<file path="config.mk">
export PLATFORM = sky130hd
export DESIGN_NAME = step_seq
export DESIGN_NICKNAME = d
export VERILOG_FILES = /design/src/rtl/step_seq_pkg.sv /design/src/rtl/step_cfg_sel.sv /design/src/rtl/done_tracker.sv /design/src/rtl/seq_ctrl.sv /design/src/rtl/step_seq.sv
export SDC_FILE = /design/constraint.sdc
export NUM_CORES = 1
export LEC_CHECK = 0
export BUFFER_PORTS_ARGS = -buffer_cell sky130_fd_sc_hd__buf_2
export CORE_ASPECT_RATIO = 0.5
export CORE_MARGIN = 5
export CORE_UTILIZATION = 40
export CTS_CLUSTER_DIAMETER = 60
export CTS_CLUSTER_SIZE = 10
export DETAILED_ROUTE_END_ITERATION = 8
export PLACE_DENSITY = 0.68
export SLEW_MARGIN = 10
export SYNTH_ARGS = -nofsm -noshare
export SYNTH_HDL_FRONTEND = slang
export SYNTH_HIERARCHICAL = 1
export SYNTH_SLANG_ARGS = --single-unit
</file>
<file path="constraint.sdc">
create_clock -name clk -period 3.89 [get_ports clk]
set_clock_uncertainty 0.2 [all_clocks]
set_input_delay 0.389 -clock clk [delete_from_list [all_inputs] [get_ports clk]]
set_output_delay 0.389 -clock clk [all_outputs]
set_load 0.02 [all_outputs]
</file>
<file path="src/rtl/step_seq_pkg.sv">
package step_seq_pkg;
  timeunit 1ns;
  timeprecision 100ps;

  localparam int DMA_CH     = 4;
  localparam int DMA_CODE_W = 3;

  typedef enum logic [1:0] {
    SEQ_IDLE  = 2'd0,
    SEQ_ENTER = 2'd1,
    SEQ_WAIT  = 2'd2
  } seq_state_e;

  // 3-bit DMA code to channel mask: groups from channel 0 upward, or one channel
  function automatic logic [DMA_CH-1:0] dma_chan_mask(input logic [DMA_CODE_W-1:0] code);
    logic [DMA_CH-1:0] m;
    case (code)
      3'd1:    m = 4'b0011;
      3'd2:    m = 4'b0111;
      3'd3:    m = 4'b1111;
      3'd4:    m = 4'b0001;
      3'd5:    m = 4'b0010;
      3'd6:    m = 4'b0100;
      3'd7:    m = 4'b1000;
      default: m = 4'b0000;
    endcase
    return m;
  endfunction
endpackage

</file>
<file path="src/rtl/step_cfg_sel.sv">
module step_cfg_sel
  import step_seq_pkg::*;
#(
  parameter int NUM_STEPS = 4,
  parameter int NUM_ENG   = 6,
  parameter int STEP_W    = 2
) (
  input  logic [STEP_W-1:0]              sel_i,
  input  logic [NUM_STEPS*NUM_ENG-1:0]   cfg_eng_en_i,
  input  logic [NUM_STEPS*DMA_CODE_W-1:0] cfg_dma_code_i,
  input  logic [NUM_STEPS-1:0]           cfg_cpu_sync_i,
  input  logic [NUM_STEPS-1:0]           cfg_ext_sync_i,
  input  logic [NUM_STEPS*STEP_W-1:0]    cfg_next_i,
  output logic [NUM_ENG-1:0]             eng_en_o,
  output logic [DMA_CH-1:0]              dma_en_o,
  output logic                           cpu_en_o,
  output logic                           ext_en_o,
  output logic [STEP_W-1:0]              next_o
);
  timeunit 1ns;
  timeprecision 100ps;

  logic [DMA_CODE_W-1:0] dma_code;

  always_comb begin
    eng_en_o = cfg_eng_en_i[int'(sel_i)*NUM_ENG +: NUM_ENG];
    dma_code = cfg_dma_code_i[int'(sel_i)*DMA_CODE_W +: DMA_CODE_W];
    cpu_en_o = cfg_cpu_sync_i[sel_i];
    ext_en_o = cfg_ext_sync_i[sel_i];
    next_o   = cfg_next_i[int'(sel_i)*STEP_W +: STEP_W];
    dma_en_o = dma_chan_mask(dma_code);
  end

  // single-channel codes select exactly one channel
  always_comb begin
    if (dma_code[2] === 1'b1) begin
      assert_dma_single_R3: assert ($countones(dma_en_o) == 1);
    end
  end
endmodule

</file>
<file path="src/rtl/done_tracker.sv">
module done_tracker #(
  parameter int NSRC = 12
) (
  input  logic            clk,
  input  logic            rst_n,
  input  logic            clear_i,
  input  logic [NSRC-1:0] pulse_i,
  input  logic [NSRC-1:0] enable_i,
  output logic            all_done_o
);
  timeunit 1ns;
  timeprecision 100ps;

  logic [NSRC-1:0] seen_q;

  for (genvar i = 0; i < NSRC; i++) begin : g_src
    logic seen_en;
    logic seen_d;
    always_comb begin
      seen_en = clear_i | pulse_i[i];
      seen_d  = ~clear_i;
    end
    always_ff @(posedge clk or negedge rst_n) begin
      if (!rst_n)       seen_q[i] <= 1'b0;
      else if (seen_en) seen_q[i] <= seen_d;
    end
  end

  always_comb all_done_o = &(seen_q | pulse_i | ~enable_i);

  // a clear always wins over a pulse in the same cycle
  assert_clear_wins_R4: assert property (@(posedge clk) disable iff (!rst_n)
    clear_i |=> (seen_q == '0));
endmodule

</file>
<file path="src/rtl/seq_ctrl.sv">
module seq_ctrl
  import step_seq_pkg::*;
#(
  parameter int STEP_W = 2,
  parameter int CNT_W  = 16
) (
  input  logic              clk,
  input  logic              rst_n,
  input  logic              start_i,
  input  logic              stop_i,
  input  logic              step_wr_i,
  input  logic [STEP_W-1:0] step_wdata_i,
  input  logic [CNT_W-1:0]  limit_i,
  input  logic [STEP_W-1:0] next_step_i,
  input  logic              all_done_i,
  output logic              enter_o,
  output logic              running_o,
  output logic              step_fire_o,
  output logic [STEP_W-1:0] cur_step_o,
  output logic [CNT_W-1:0]  count_o
);
  timeunit 1ns;
  timeprecision 100ps;

  seq_state_e        state_q, state_d;
  logic [STEP_W-1:0] step_q, step_d;
  logic [CNT_W-1:0]  cnt_q, cnt_d;
  logic [CNT_W:0]    cnt_inc;
  logic              last_step;
  logic              step_en, cnt_en, is_idle;

  always_comb begin
    is_idle   = (state_q == SEQ_IDLE);
    cnt_inc   = {1'b0, cnt_q} + 1'b1;
    last_step = (limit_i == '0) || (cnt_inc == {1'b0, limit_i});
    state_d     = state_q;
    step_d      = step_q;
    cnt_d       = cnt_q;
    step_fire_o = 1'b0;
    case (state_q)
      SEQ_IDLE: begin
        if (step_wr_i) step_d = step_wdata_i;
        if (start_i) begin
          state_d = SEQ_ENTER;
          cnt_d   = '0;
        end
      end
      SEQ_ENTER: state_d = stop_i ? SEQ_IDLE : SEQ_WAIT;
      SEQ_WAIT: begin
        if (stop_i) begin
          state_d = SEQ_IDLE;
        end else if (all_done_i) begin
          step_fire_o = 1'b1;
          cnt_d       = cnt_inc[CNT_W-1:0];
          step_d      = next_step_i;
          state_d     = last_step ? SEQ_IDLE : SEQ_ENTER;
        end
      end
      default: state_d = SEQ_IDLE;
    endcase
    step_en = (is_idle & step_wr_i) | step_fire_o;
    cnt_en  = (is_idle & start_i) | step_fire_o;
  end

  always_ff @(posedge clk or negedge rst_n) begin
    if (!rst_n) state_q <= SEQ_IDLE;
    else        state_q <= state_d;
  end

  always_ff @(posedge clk or negedge rst_n) begin
    if (!rst_n)       step_q <= '0;
    else if (step_en) step_q <= step_d;
  end

  always_ff @(posedge clk or negedge rst_n) begin
    if (!rst_n)      cnt_q <= '0;
    else if (cnt_en) cnt_q <= cnt_d;
  end

  always_comb begin
    enter_o    = (state_q == SEQ_ENTER);
    running_o  = ~is_idle;
    cur_step_o = step_q;
    count_o    = cnt_q;
  end

  assert_start_enters_R2: assert property (@(posedge clk) disable iff (!rst_n)
    (!running_o && start_i) |=> (enter_o && count_o == '0));

  assert_entry_single_R2: assert property (@(posedge clk) disable iff (!rst_n)
    enter_o |=> !enter_o);

  assert_chain_next_R6: assert property (@(posedge clk) disable iff (!rst_n)
    (step_fire_o && !last_step) |=> (enter_o && cur_step_o == $past(next_step_i)));

  assert_limit_stop_R7: assert property (@(posedge clk) disable iff (!rst_n)
    (step_fire_o && limit_i != '0 && cnt_inc == {1'b0, limit_i}) |=> (!running_o && count_o == $past(limit_i)));

  assert_manual_one_R8: assert property (@(posedge clk) disable iff (!rst_n)
    (step_fire_o && limit_i == '0) |=> (!running_o && count_o == {{(CNT_W-1){1'b0}}, 1'b1}));

  assert_abort_idle_R9: assert property (@(posedge clk) disable iff (!rst_n)
    (running_o && stop_i) |=> (!running_o && $stable(cur_step_o)));

  assert_start_ignored_R10: assert property (@(posedge clk) disable iff (!rst_n)
    (running_o && !enter_o && start_i && !stop_i && !all_done_i) |=> (running_o && !enter_o && $stable(count_o)));

  assert_write_ignored_R13: assert property (@(posedge clk) disable iff (!rst_n)
    (running_o && step_wr_i && !step_fire_o) |=> $stable(cur_step_o));
endmodule

</file>
<file path="src/rtl/step_seq.sv">
module step_seq
  import step_seq_pkg::*;
#(
  parameter int  NUM_STEPS = 4,
  parameter int  NUM_ENG   = 6,
  parameter int  CNT_W     = 16,
  localparam int STEP_W    = $clog2(NUM_STEPS)
) (
  input  logic                           clk,
  input  logic                           rst_n,
  input  logic                           start_i,
  input  logic                           stop_i,
  input  logic                           step_wr_i,
  input  logic [STEP_W-1:0]              step_wdata_i,
  input  logic [CNT_W-1:0]               step_limit_i,
  input  logic [NUM_STEPS*NUM_ENG-1:0]   cfg_eng_en_i,
  input  logic [NUM_STEPS*3-1:0]         cfg_dma_code_i,
  input  logic [NUM_STEPS-1:0]           cfg_cpu_sync_i,
  input  logic [NUM_STEPS-1:0]           cfg_ext_sync_i,
  input  logic [NUM_STEPS*STEP_W-1:0]    cfg_next_i,
  input  logic [NUM_ENG-1:0]             eng_done_i,
  input  logic [3:0]                     dma_done_i,
  input  logic                           cpu_done_i,
  input  logic                           ext_start_i,
  output logic                           running_o,
  output logic [STEP_W-1:0]              cur_step_o,
  output logic [CNT_W-1:0]               exec_count_o,
  output logic [NUM_ENG-1:0]             eng_start_o,
  output logic [3:0]                     dma_start_o,
  output logic                           cpu_start_o,
  output logic                           step_start_o,
  output logic                           step_done_o
);
  timeunit 1ns;
  timeprecision 100ps;

  localparam int NSRC = NUM_ENG + DMA_CH + 2;

  logic [NUM_ENG-1:0] sel_eng;
  logic [DMA_CH-1:0]  sel_dma;
  logic               sel_cpu, sel_ext;
  logic [STEP_W-1:0]  sel_next;
  logic               entering, all_done, step_fire;
  logic [NSRC-1:0]    src_pulse, src_enable;

  step_cfg_sel #(
    .NUM_STEPS(NUM_STEPS), .NUM_ENG(NUM_ENG), .STEP_W(STEP_W)
  ) u_sel (
    .sel_i          (cur_step_o),
    .cfg_eng_en_i   (cfg_eng_en_i),
    .cfg_dma_code_i (cfg_dma_code_i),
    .cfg_cpu_sync_i (cfg_cpu_sync_i),
    .cfg_ext_sync_i (cfg_ext_sync_i),
    .cfg_next_i     (cfg_next_i),
    .eng_en_o       (sel_eng),
    .dma_en_o       (sel_dma),
    .cpu_en_o       (sel_cpu),
    .ext_en_o       (sel_ext),
    .next_o         (sel_next)
  );

  always_comb begin
    src_pulse  = {ext_start_i, cpu_done_i, dma_done_i, eng_done_i};
    src_enable = {sel_ext, sel_cpu, sel_dma, sel_eng};
  end

  done_tracker #(.NSRC(NSRC)) u_done (
    .clk        (clk),
    .rst_n      (rst_n),
    .clear_i    (entering),
    .pulse_i    (src_pulse),
    .enable_i   (src_enable),
    .all_done_o (all_done)
  );

  seq_ctrl #(.STEP_W(STEP_W), .CNT_W(CNT_W)) u_ctrl (
    .clk          (clk),
    .rst_n        (rst_n),
    .start_i      (start_i),
    .stop_i       (stop_i),
    .step_wr_i    (step_wr_i),
    .step_wdata_i (step_wdata_i),
    .limit_i      (step_limit_i),
    .next_step_i  (sel_next),
    .all_done_i   (all_done),
    .enter_o      (entering),
    .running_o    (running_o),
    .step_fire_o  (step_fire),
    .cur_step_o   (cur_step_o),
    .count_o      (exec_count_o)
  );

  always_comb begin
    eng_start_o  = entering ? sel_eng : '0;
    dma_start_o  = entering ? sel_dma : '0;
    cpu_start_o  = entering & sel_cpu;
    step_start_o = entering;
    step_done_o  = step_fire;
  end

  assert_no_done_on_entry_R4: assert property (@(posedge clk) disable iff (!rst_n)
    step_start_o |-> !step_done_o);

  assert_empty_step_fast_R5: assert property (@(posedge clk) disable iff (!rst_n)
    (step_start_o && !stop_i && src_enable == '0) |=> (step_done_o || stop_i));

  assert_idle_quiet_R1: assert property (@(posedge clk) disable iff (!rst_n)
    !running_o |-> (eng_start_o == '0 && dma_start_o == '0 && !cpu_start_o && !step_done_o));
endmodule

</file>
==> results_dict.tcl, run 1 <==
set metrics [dict create \
    synth_common_cells "44 x nor2_1, 32 x dfrtp_1, 24 x o21ai_0" \
    hold_viol 32 \
    avgSynthCellArea_um2 8.87 \
    first_iter_violations 202 \
    numCtsBuffers 5 \
    synth_edf_count 0 \
    synthArstFlopShare_pct 100 \
    syn_inst 289 \
    cts_tree "done" \
    core_um2 6130 \
    seqPwrFrac_pct 29.1 \
    cp-end-kind "output port" \
    synthFlopType "dfrtp_1" \
    failed_checks "hold timing" \
    synthesis.nets 377 \
    p_sw_mw 0.588 \
    fp.dieArea_um2 8200 \
    cp_cell_sequence "mux4_2 -> a21boi_0 -> nor3b_1 -> a2111oi_1 -> and3_1 -> nor2b_1 -> nand2_1 -> inv_1 -> buf_4 -> buf_2" \
    crit_slowest_cell "mux4_2" \
    stdcell_count 499 \
    cts_max_level 2 \
    wl_per_cell_um 15.8 \
    viasPerCell 5.43 \
    worst_pin_slew_ns 0.734 \
    fin_setup_tns_ns 0 \
    drt_first_pass_iters 4 \
    use_met3_pct 3.90 \
    multiInputGateArea_um2 1670 \
    swShare_pct 35.7 \
    ys_types 54 \
    period_needed_ns 3.61 \
    clockBufferDepth 2 \
    fmax_mhz 277 \
    grt_pass1_vias 2660 \
    grt_usage_pct 19.0 \
    synth_top_area_cell "dfrtp_1" \
    crit_buf_inv 3 \
    nets 498 \
    ys_ff_latch 32 \
    post-synth-top-count-cell "nor2_1" \
    ys_seq_area_share_pct 31.3 \
    ff_latch_area_um2 802 \
    ioPinCount 119 \
    row_count 20 \
    antenna_found_initial 0 \
    diodes 0 \
    maxSlewHeadroom_pct 51.1 \
    cp.arrival_ns 3.02 \
    status "finished, violations left" \
    synthToLayoutAreaGrowth_pct 33.5 \
    grt_most_used_layer "met2" \
    drc 0 \
    clockRootBuffer "clkbuf_16" \
    totalWireLength_um 7890 \
    yosys_warnings 6 \
    power_density_nw_per_um2 481 \
    dp_hpwl_um 6220 \
    nFillCells 581 \
    grt_start_max_net_pins 33 \
    syn-cell-area_um2 2560 \
    via_count 2711 \
    total_power_mw 1.65 \
    synth_top_area_share_pct 31.3 \
    drive_above_1_share_pct 38.9 \
    critPathMaxStageDelay_ns 0.59 \
    grt_pass1_wl_um 12400 \
    grt.met1_usage_pct 23.7 \
    path_delay_family "simple AND/OR/NAND/NOR gates" \
    gp_congestion 0.925 \
    pwr-share-comb_pct 43.6 \
    p_leak_nw 1.58 \
    overflow 0 \
    worstSetupPathType "register to output port" \
    drv_slew 0 \
    cts_setup_buffers 0 \
    start_util_pct 41.8 \
    clk_latency_ns 0.28 \
    cp_max_fo 7 \
    clkPwrFrac_pct 27.3 \
    cp.required_ns 3.30 \
    hp-class "primary input to asynchronous set/reset pin" \
    ant_nets 0 \
    cts_hold_buf 0 \
    die_y_um 66.6 \
    placed_cells 491 \
    ctsResizeCount 0 \
    fin_crit_sh_pct 92.7 \
    portBuffers 118 \
    p_int_mw 1.06 \
    path_clk_slew_ns 0.06 \
    rsz0062_at_grt "false" \
    whs_ns -0.0283 \
    met2_usage_pct 33.8 \
    drv_cap 0 \
    peakVddDrop_mv 0.162 \
    finalSetupViolCount 0 \
    synthTopCellsByArea "dfrtp_1 31%, mux4_2 11%, nor2_1 6.4%" \
    start_kind "register" \
    die_x_um 123 \
    cts.sinks 32 \
]
worst paths after layout:
kind / startpoint / to / slack, ns / depth (start not counted)
worst min-delay path: rst_n / u_ctrl/count_o[0]$_DFFE_PN0P_ / -0.03 / 1
max in group asynchronous: rst_n / u_ctrl/cur_step_o[0]$_DFFE_PN0P_ / 3.00 / 1
worst max register to register: u_ctrl/cur_step_o[0]$_DFFE_PN0P_ / u_ctrl/count_o[4]$_DFFE_PN0P_ / 0.51 / 10
min in group clk: stop_i / u_ctrl/state_q[1]$_DFFE_PN0P_ / 0.08 / 2
worst min register to register: u_done/seen_q[3]$_DFFE_PN0P_ / u_done/seen_q[3]$_DFFE_PN0P_ / 0.28 / 2
worst max-delay path: u_ctrl/cur_step_o[0]$_DFFE_PN0P_ / step_done_o / 0.28 / 10
metal layers:
metal,wire length [um],share of wire (%)
met5,0,0
met4,51,0.65
met3,566,7.2
met2,4010,51
met1,3260,41
state kept, by name (all words and copies together), names as in the netlist:
signal	cells
u_ctrl/cur_step_o	2
u_done/seen_q	12
u_ctrl/count_o	16
u_ctrl/state_q	2
logic make-up (layout without fill, tap and decap cells):
family,after synthesis,in the layout,synth area share [%]
multiplexers,21,21,14.6
buffers and inverters,20,142,3.86
AND/OR/NAND/NOR,138,138,29.2
AO/OA/AOI/OAI,62,62,15.5
flip-flops,32,32,31.3
XOR/XNOR,15,15,5.13
adder cells (fa/ha/maj),1,1,0.488
placed cells by master, fill, tap and decap left out, types with 2 or more instances in the layout:
| master | synthesis | layout |
|---|---|---|
| nor2_1 | 44 | 44 |
| o31ai_1 | 4 | 4 |
| mux4_2 | 13 | 13 |
| xor2_1 | 7 | 7 |
| o211ai_1 | 3 | 3 |
| o21ai_0 | 24 | 24 |
| and3_1 | 4 | 4 |
| or3_1 | 3 | 3 |
| nand3_1 | 10 | 10 |
| xnor2_1 | 8 | 8 |
| nand2_1 | 21 | 21 |
| a2111oi_0 | 4 | 2 |
| inv_1 | 9 | 9 |
| nand4_1 | 4 | 4 |
| a2111oi_1 | 0 | 2 |
| nand4b_1 | 2 | 2 |
| and2_1 | 14 | 14 |
| clkbuf_16 | 0 | 5 |
| mux2i_1 | 7 | 7 |
| buf_4 | 2 | 7 |
| a21oi_1 | 13 | 13 |
| dfrtp_1 | 32 | 31 |
| nor2b_1 | 5 | 5 |
| a31oi_1 | 3 | 3 |
| buf_2 | 0 | 118 |
| nor3b_1 | 10 | 10 |
| nor4_1 | 4 | 4 |
| nor3_1 | 4 | 4 |
through the flow:
step | cell area (um2) | hold slack, ns | utilization, % | setup WS (ns)
after global placement | 3250 | 0.261 | 53.0 | 0.308
final | 3420 | -0.0283 | 55.8 | 0.284
after detailed placement | 3250 | 0.274 | 53.0 | 0.324
after floorplan | 2560 | -0.107 | - | 0.517
after CTS | 3420 | 0.00185 | 55.8 | 0.0402
after global routing | 3420 | 0.0347 | 55.8 | 0.0311
cell type report:
class	instances	share of cell area, %
tap	88	3.22
multi-input combinational	237	48.7
inverter	9	0.987
timing repair buffer	125	18.8
sequential	32	23.4
clock inverter	3	1.24
clock buffer	5	3.66
power by group through the flow:
stage | Clock (mW) | Combinational, mW | Sequential (mW)
2_1_floorplan | 0 | 0.502 | 0.477
3_3_place_gp | 0 | 0.699 | 0.481
3_5_place_dp | 0 | 0.716 | 0.485
4_1_cts | 0.458 | 0.719 | 0.480
5_1_grt | 0.475 | 0.789 | 0.495
6_report | 0.449 | 0.718 | 0.479
No activity file was read; power rests on OpenSTA's default activity.
==> run 2: changes to the inputs <==
--- a/config.mk
+++ b/config.mk
@@ -8,11 +8,11 @@
 export BUFFER_PORTS_ARGS = -buffer_cell sky130_fd_sc_hd__buf_2
 export CORE_ASPECT_RATIO = 0.5
 export CORE_MARGIN = 5
-export CORE_UTILIZATION = 40
+export CORE_UTILIZATION = 47
 export CTS_CLUSTER_DIAMETER = 60
 export CTS_CLUSTER_SIZE = 10
 export DETAILED_ROUTE_END_ITERATION = 8
-export PLACE_DENSITY = 0.68
+export PLACE_DENSITY = 0.78
 export SLEW_MARGIN = 10
 export SYNTH_ARGS = -nofsm -noshare
 export SYNTH_HDL_FRONTEND = slang
==> results_dict.tcl, run 2 (same netlist as run 1, synthesis figures left out) <==
set metrics [dict create \
    start_util_pct 47.7 \
    fmax_mhz 278 \
    p_int_mw 0.949 \
    setup_ws_ns 0.298 \
    path_clk_slew_ns 0.07 \
    multiInputGateArea_um2 1670 \
    core_um2 5370 \
    drive_above_1_share_pct 38.8 \
    maxSlewHeadroom_pct 49.6 \
    status "finished, final reports clean" \
    grt_usage_pct 21.5 \
    fin_crit_sh_pct 92.3 \
    cp.arrival_ns 3.00 \
    die_x_um 114 \
    rr_endpoint "u_ctrl/count_o[4]$_DFFE_PN0P_" \
    grt_pass1_wl_um 12700 \
    nFillCells 495 \
    stdcell_count 485 \
    totalWireLength_um 7840 \
    hold_path_depth 2 \
    cts_max_level 2 \
    grt_pass1_vias 2785 \
    row_count 19 \
    ant_nets 0 \
    critPathMaxStageDelay_ns 0.53 \
    cp.required_ns 3.30 \
    drv_cap 0 \
    clkPwrFrac_pct 21.2 \
    finalSetupViolCount 0 \
    overflow 0 \
    die_y_um 62.2 \
    rsz0062_at_grt "false" \
    cts_tree "done" \
    path_delay_family "simple AND/OR/NAND/NOR gates" \
    seqPwrFrac_pct 30.9 \
    via_count 2756 \
    fin_area_um2 3360 \
    worst_pin_slew_ns 0.756 \
    clockBufferDepth 2 \
    cts.sinks 32 \
    grt_start_max_net_pins 33 \
    ff_latch_area_um2 802 \
    post-route-util_pct 62.5 \
    whs_ns 0.0731 \
    rrSetupSlack_ns 0.49 \
    p_sw_mw 0.571 \
    start_kind "register" \
    r2r_cells 10 \
    gp_congestion 0.900 \
    dpl_worst_slack_ns 0.208 \
    drc 0 \
    cp_cell_sequence "buf_4 -> mux4_2 -> nor3b_1 -> a2111oi_1 -> and3_1 -> nor2b_1 -> nand2_1 -> inv_1 -> buf_4 -> buf_2" \
    ioPinCount 119 \
    synthToLayoutAreaGrowth_pct 31.1 \
    largest_register_ffs 16 \
    worstSetupPathType "register to output port" \
    peakVddDrop_mv 0.235 \
    crit_buf_inv 4 \
    viasPerCell 5.68 \
    period_needed_ns 3.59 \
    crit_slowest_cell "mux4_2" \
    hold_end "u_ctrl/state_q[1]$_DFFE_PN0P_" \
    rr_startpoint "u_ctrl/cur_step_o[0]$_DFFE_PN0P_" \
    pwr-share-comb_pct 47.8 \
    antenna_found_initial 0 \
    diodes 0 \
    drt_first_pass_iters 4 \
    clk_latency_ns 0.29 \
    dp_hpwl_um 5910 \
    drv_slew 0 \
    power_density_nw_per_um2 453 \
    cp-end-kind "output port" \
    wl_per_cell_um 16.2 \
    placed_cells 475 \
    fin_setup_tns_ns 0 \
    cpMostUsedCell "buf_4" \
    hold_viol 0 \
    total_power_mw 1.52 \
    clockRootBuffer "clkbuf_8" \
    hp-class "primary input to register" \
    numCtsBuffers 5 \
    first_iter_violations 204 \
    nets 499 \
    fp.dieArea_um2 7120 \
    portBuffers 118 \
    layout_common_cells "118 x buf_2, 44 x nor2_1, 31 x dfrtp_1" \
    place_area_um2 3220 \
    cp_max_fo 8 \
    final_common_cell "buf_2" \
    swShare_pct 37.6 \
    holdCritStartpoint "stop_i" \
    p_leak_nw 1.56 \
]
## run 2: changes by cell type in the layout (fill, tap and decap cells not counted)
| cell | before | now |
|---|---|---|
| a2111oi_1 | 2 | 3 |
| dlygate4sd3_1 | 0 | 1 |
| clkbuf_16 | 5 | 0 |
| a2111oi_0 | 2 | 1 |
| clkbuf_8 | 0 | 5 |
## run 2: what timing repair did
action | CTS | global route
resized for setup | 2 | 2
endpoints found under the setup margin | 1 | 1
hold endpoints to repair | 32 | 0
buffers inserted | 0 | 1
hold buffers | 1 | 0
pin swaps | 0 | 0
## run 2: layout make-up
| type | count | area share (%) |
|---|---|---|
| multi-input combinational | 237 | 49.6 |
| sequential | 32 | 23.9 |
| timing repair buffer | 126 | 19.4 |
| tap | 73 | 2.72 |
| clock buffer | 5 | 2.05 |
| clock inverter | 3 | 1.27 |
| inverter | 9 | 1.01 |
## run 2: worst max path at each step
stage	startpoint	endpoint	slack, ns	cells after the start
3_5_place_dp	u_ctrl/cur_step_o[0]$_DFFE_PN0P_	u_ctrl/count_o[4]$_DFFE_PN0P_	0.21	10
4_1_cts	u_ctrl/cur_step_o[0]$_DFFE_PN0P_	step_done_o	0.1	10
2_1_floorplan	u_ctrl/cur_step_o[0]$_DFFE_PN0P_	u_ctrl/state_q[0]$_DFFE_PN0P_	0.52	12
5_1_grt	u_ctrl/cur_step_o[0]$_DFFE_PN0P_	step_done_o	0.09	10
6_report	u_ctrl/cur_step_o[0]$_DFFE_PN0P_	step_done_o	0.30	10
3_3_place_gp	u_ctrl/cur_step_o[0]$_DFFE_PN0P_	u_ctrl/count_o[4]$_DFFE_PN0P_	0.32	10
## run 2: power groups by stage
| stage | Sequential, mW | Combinational [mW] | Clock [mW] |
|---|---|---|---|
| after floorplan | 0.477 | 0.502 | 0 |
| after global placement | 0.477 | 0.688 | 0 |
| after detailed placement | 0.483 | 0.707 | 0 |
| after CTS | 0.478 | 0.713 | 0.332 |
| after global routing | 0.479 | 0.798 | 0.355 |
| final | 0.470 | 0.727 | 0.323 |
## run 2: per-layer routing
metal	part of all wire, %	track usage, %	vias up
li1	-	-	1305
met1	38	25.8	1312
met5	0	0	-
met2	52	37.8	117
met3	8.2	4.36	22
met4	2.1	8.15	0
==> run 3: changes to the inputs <==
--- a/config.mk
+++ b/config.mk
@@ -5,14 +5,15 @@
 export SDC_FILE = /design/constraint.sdc
 export NUM_CORES = 1
 export LEC_CHECK = 0
+export ABC_AREA = 1
 export BUFFER_PORTS_ARGS = -buffer_cell sky130_fd_sc_hd__buf_2
 export CORE_ASPECT_RATIO = 0.5
 export CORE_MARGIN = 5
-export CORE_UTILIZATION = 47
+export CORE_UTILIZATION = 48
 export CTS_CLUSTER_DIAMETER = 60
 export CTS_CLUSTER_SIZE = 10
 export DETAILED_ROUTE_END_ITERATION = 8
-export PLACE_DENSITY = 0.78
+export PLACE_DENSITY = 0.79
 export SLEW_MARGIN = 10
 export SYNTH_ARGS = -nofsm -noshare
 export SYNTH_HDL_FRONTEND = slang
==> results_dict.tcl, run 3 <==
set metrics [dict create \
    cp_max_fo 16 \
    synth_top_area_share_pct 29.6 \
    fin_setup_tns_ns 0 \
    fmax_mhz 319 \
    syn-cell-area_um2 2700 \
    ys_ff_latch 32 \
    drc 0 \
    failed_checks "hold timing" \
    antenna_found_initial 0 \
    clk_latency_ns 0.27 \
    synthFlopType "dfrtp_1" \
    cts_hold_buf 0 \
    synth_common_cells "109 x nand2_1, 67 x inv_1, 43 x nor2_1" \
    synthToLayoutAreaGrowth_pct 29.3 \
    start_util_pct 49.4 \
    largest_register_ffs 16 \
    ant_nets 0 \
    grt_most_used_layer "met2" \
    crit_buf_inv 4 \
    finalSetupViolCount 0 \
    status "finished, violations left" \
    critPathMaxStageDelay_ns 0.63 \
    cpMostUsedCell "nand2_1" \
    drt_first_pass_iters 6 \
    cts_setup_buffers 0 \
    grt_pass1_vias 2975 \
    met2_usage_pct 36.4 \
    viasPerCell 5.15 \
    ys_seq_area_share_pct 29.6 \
    cts_max_level 2 \
    cp.arrival_ns 3.05 \
    core_um2 5470 \
    drive_above_1_share_pct 30.9 \
    rr_endpoint "u_ctrl/count_o[6]$_DFFE_PN0P_" \
    cp_cell_sequence "inv_2 -> nand3_2 -> nand2_2 -> o21a_1 -> nand3_2 -> nand2_1 -> nor2_1 -> nand2_1 -> nor2_2 -> inv_1 -> nor3_2 -> buf_4 -> inv_2 -> nand2_1 -> o22ai_1" \
    overflow 0 \
    cts.sinks 32 \
    cp.required_ns 3.81 \
    final_common_cell "buf_2" \
    crit_slowest_cell "dfrtp_1" \
    fp.dieArea_um2 7320 \
    grt.met1_usage_pct 28.2 \
    r2r_cells 15 \
    grt_start_max_net_pins 33 \
    start_kind "register" \
    maxSlewHeadroom_pct 52.5 \
    use_met3_pct 4.84 \
    peakVddDrop_mv 0.369 \
    hold_viol 32 \
    avgSynthCellArea_um2 6.34 \
    nets 631 \
    layout_common_cells "118 x buf_2, 109 x nand2_1, 67 x inv_1" \
    synthTopCellsByArea "dfrtp_1 30%, nand2_1 15%, inv_1 9.3%" \
    whs_ns -0.0271 \
    portBuffers 118 \
    p_leak_nw 1.96 \
    placed_cells 609 \
    drv_cap 0 \
    first_iter_violations 160 \
    ioPinCount 119 \
    numCtsBuffers 5 \
    clockBufferDepth 2 \
    stdcell_count 617 \
    wl_per_cell_um 13.1 \
    ys_types 34 \
    rsz0062_at_grt "false" \
    dp_hpwl_um 6420 \
    drv_slew 0 \
    post-synth-top-count-cell "nand2_1" \
    synth_top_area_cell "dfrtp_1" \
    diodes 0 \
    grt_pass1_wl_um 13000 \
    rr_startpoint "u_ctrl/cur_step_o[1]$_DFFE_PN0P_" \
    clockRootBuffer "clkbuf_16" \
    worstSetupPathType "register to register" \
    period_needed_ns 3.13 \
    ctsResizeCount 0 \
    gp_congestion 0.921 \
    power_density_nw_per_um2 578 \
    rrSetupSlack_ns 0.76 \
    hp-class "primary input to asynchronous set/reset pin" \
    via_count 3177 \
    cp-end-kind "register" \
    cts_tree "done" \
    synth_edf_count 0 \
    total_power_mw 2.02 \
    synthArstFlopShare_pct 100 \
    die_y_um 63.0 \
    die_x_um 116 \
    worst_pin_slew_ns 0.713 \
    path_delay_family "simple AND/OR/NAND/NOR gates" \
    path_clk_slew_ns 0.05 \
    row_count 19 \
    synthesis.nets 514 \
    fin_crit_sh_pct 80.5 \
    syn_inst 426 \
    totalWireLength_um 8060 \
    yosys_warnings 6 \
    grt_usage_pct 21.8 \
]
run 3: cell types whose count changed after synthesis, sizes merged, moves of 10 or more:
| cell | change |
|---|---|
| o22ai | +19 |
| nor3b | -10 |
| inv | +64 |
| and2 | -14 |
| nand2 | +101 |
| mux4 | -13 |
| nand3 | +36 |
run 3: area by class of cell:
type / instances / area [um2]
fill: 546 / 1970
inverter: 74 / 283
clock buffer: 6 / 129
multi-input combinational: 309 / 1540
clock inverter: 2 / 35.0
tap: 73 / 91.3
sequential: 32 / 801
timing repair buffer: 121 / 613
run 3: power breakdown:
part	switching (mW)	internal [mW]	total [mW]
Clock	0.136	0.301	0.437
Combinational	0.711	0.371	1.08
Sequential	0.0754	0.424	0.499
run 3: metrics by stage:
stage | setup slack (ns) | util, % | area (um2)
after global placement | 0.897 | 60.9 | 3330
final | 0.758 | 63.9 | 3490
after floorplan | 1.12 | - | 2700
after CTS | 0.785 | 63.9 | 3490
after global routing | 0.414 | 63.9 | 3490
after detailed placement | 0.828 | 60.9 | 3330
run 3: how the worst max path moves through the flow:
stage / start / to / slack, ns / cells after the start
2_1_floorplan: u_ctrl/cur_step_o[0]$_DFFE_PN0P_ / u_ctrl/count_o[10]$_DFFE_PN0P_ / 1.12 / 16
3_3_place_gp: u_ctrl/cur_step_o[1]$_DFFE_PN0P_ / u_ctrl/count_o[14]$_DFFE_PN0P_ / 0.90 / 15
3_5_place_dp: u_ctrl/cur_step_o[1]$_DFFE_PN0P_ / u_ctrl/count_o[14]$_DFFE_PN0P_ / 0.83 / 15
4_1_cts: u_ctrl/cur_step_o[1]$_DFFE_PN0P_ / step_done_o / 0.78 / 13
5_1_grt: u_ctrl/cur_step_o[1]$_DFFE_PN0P_ / u_ctrl/count_o[15]$_DFFE_PN0P_ / 0.41 / 18
6_report: u_ctrl/cur_step_o[1]$_DFFE_PN0P_ / u_ctrl/count_o[6]$_DFFE_PN0P_ / 0.76 / 15
run 3: routing by layer:
layer / up-vias / share of wire (%)
met5: - / 0
met4: 0 / 2.0
met3: 18 / 9.6
met2: 128 / 46
met1: 1417 / 42
li1: 1614 / -
run 3: kinds of logic after synthesis:
group | count (synthesis) | synth area share [%]
adders and majority gates | 1 | 0.463
and+or+nand+nor | 239 | 41.2
DFF | 32 | 29.6
buffers and inverters | 85 | 13.3
xor gates and xnor gates | 4 | 1.85
AOI/OAI and AO/OA | 65 | 13.6
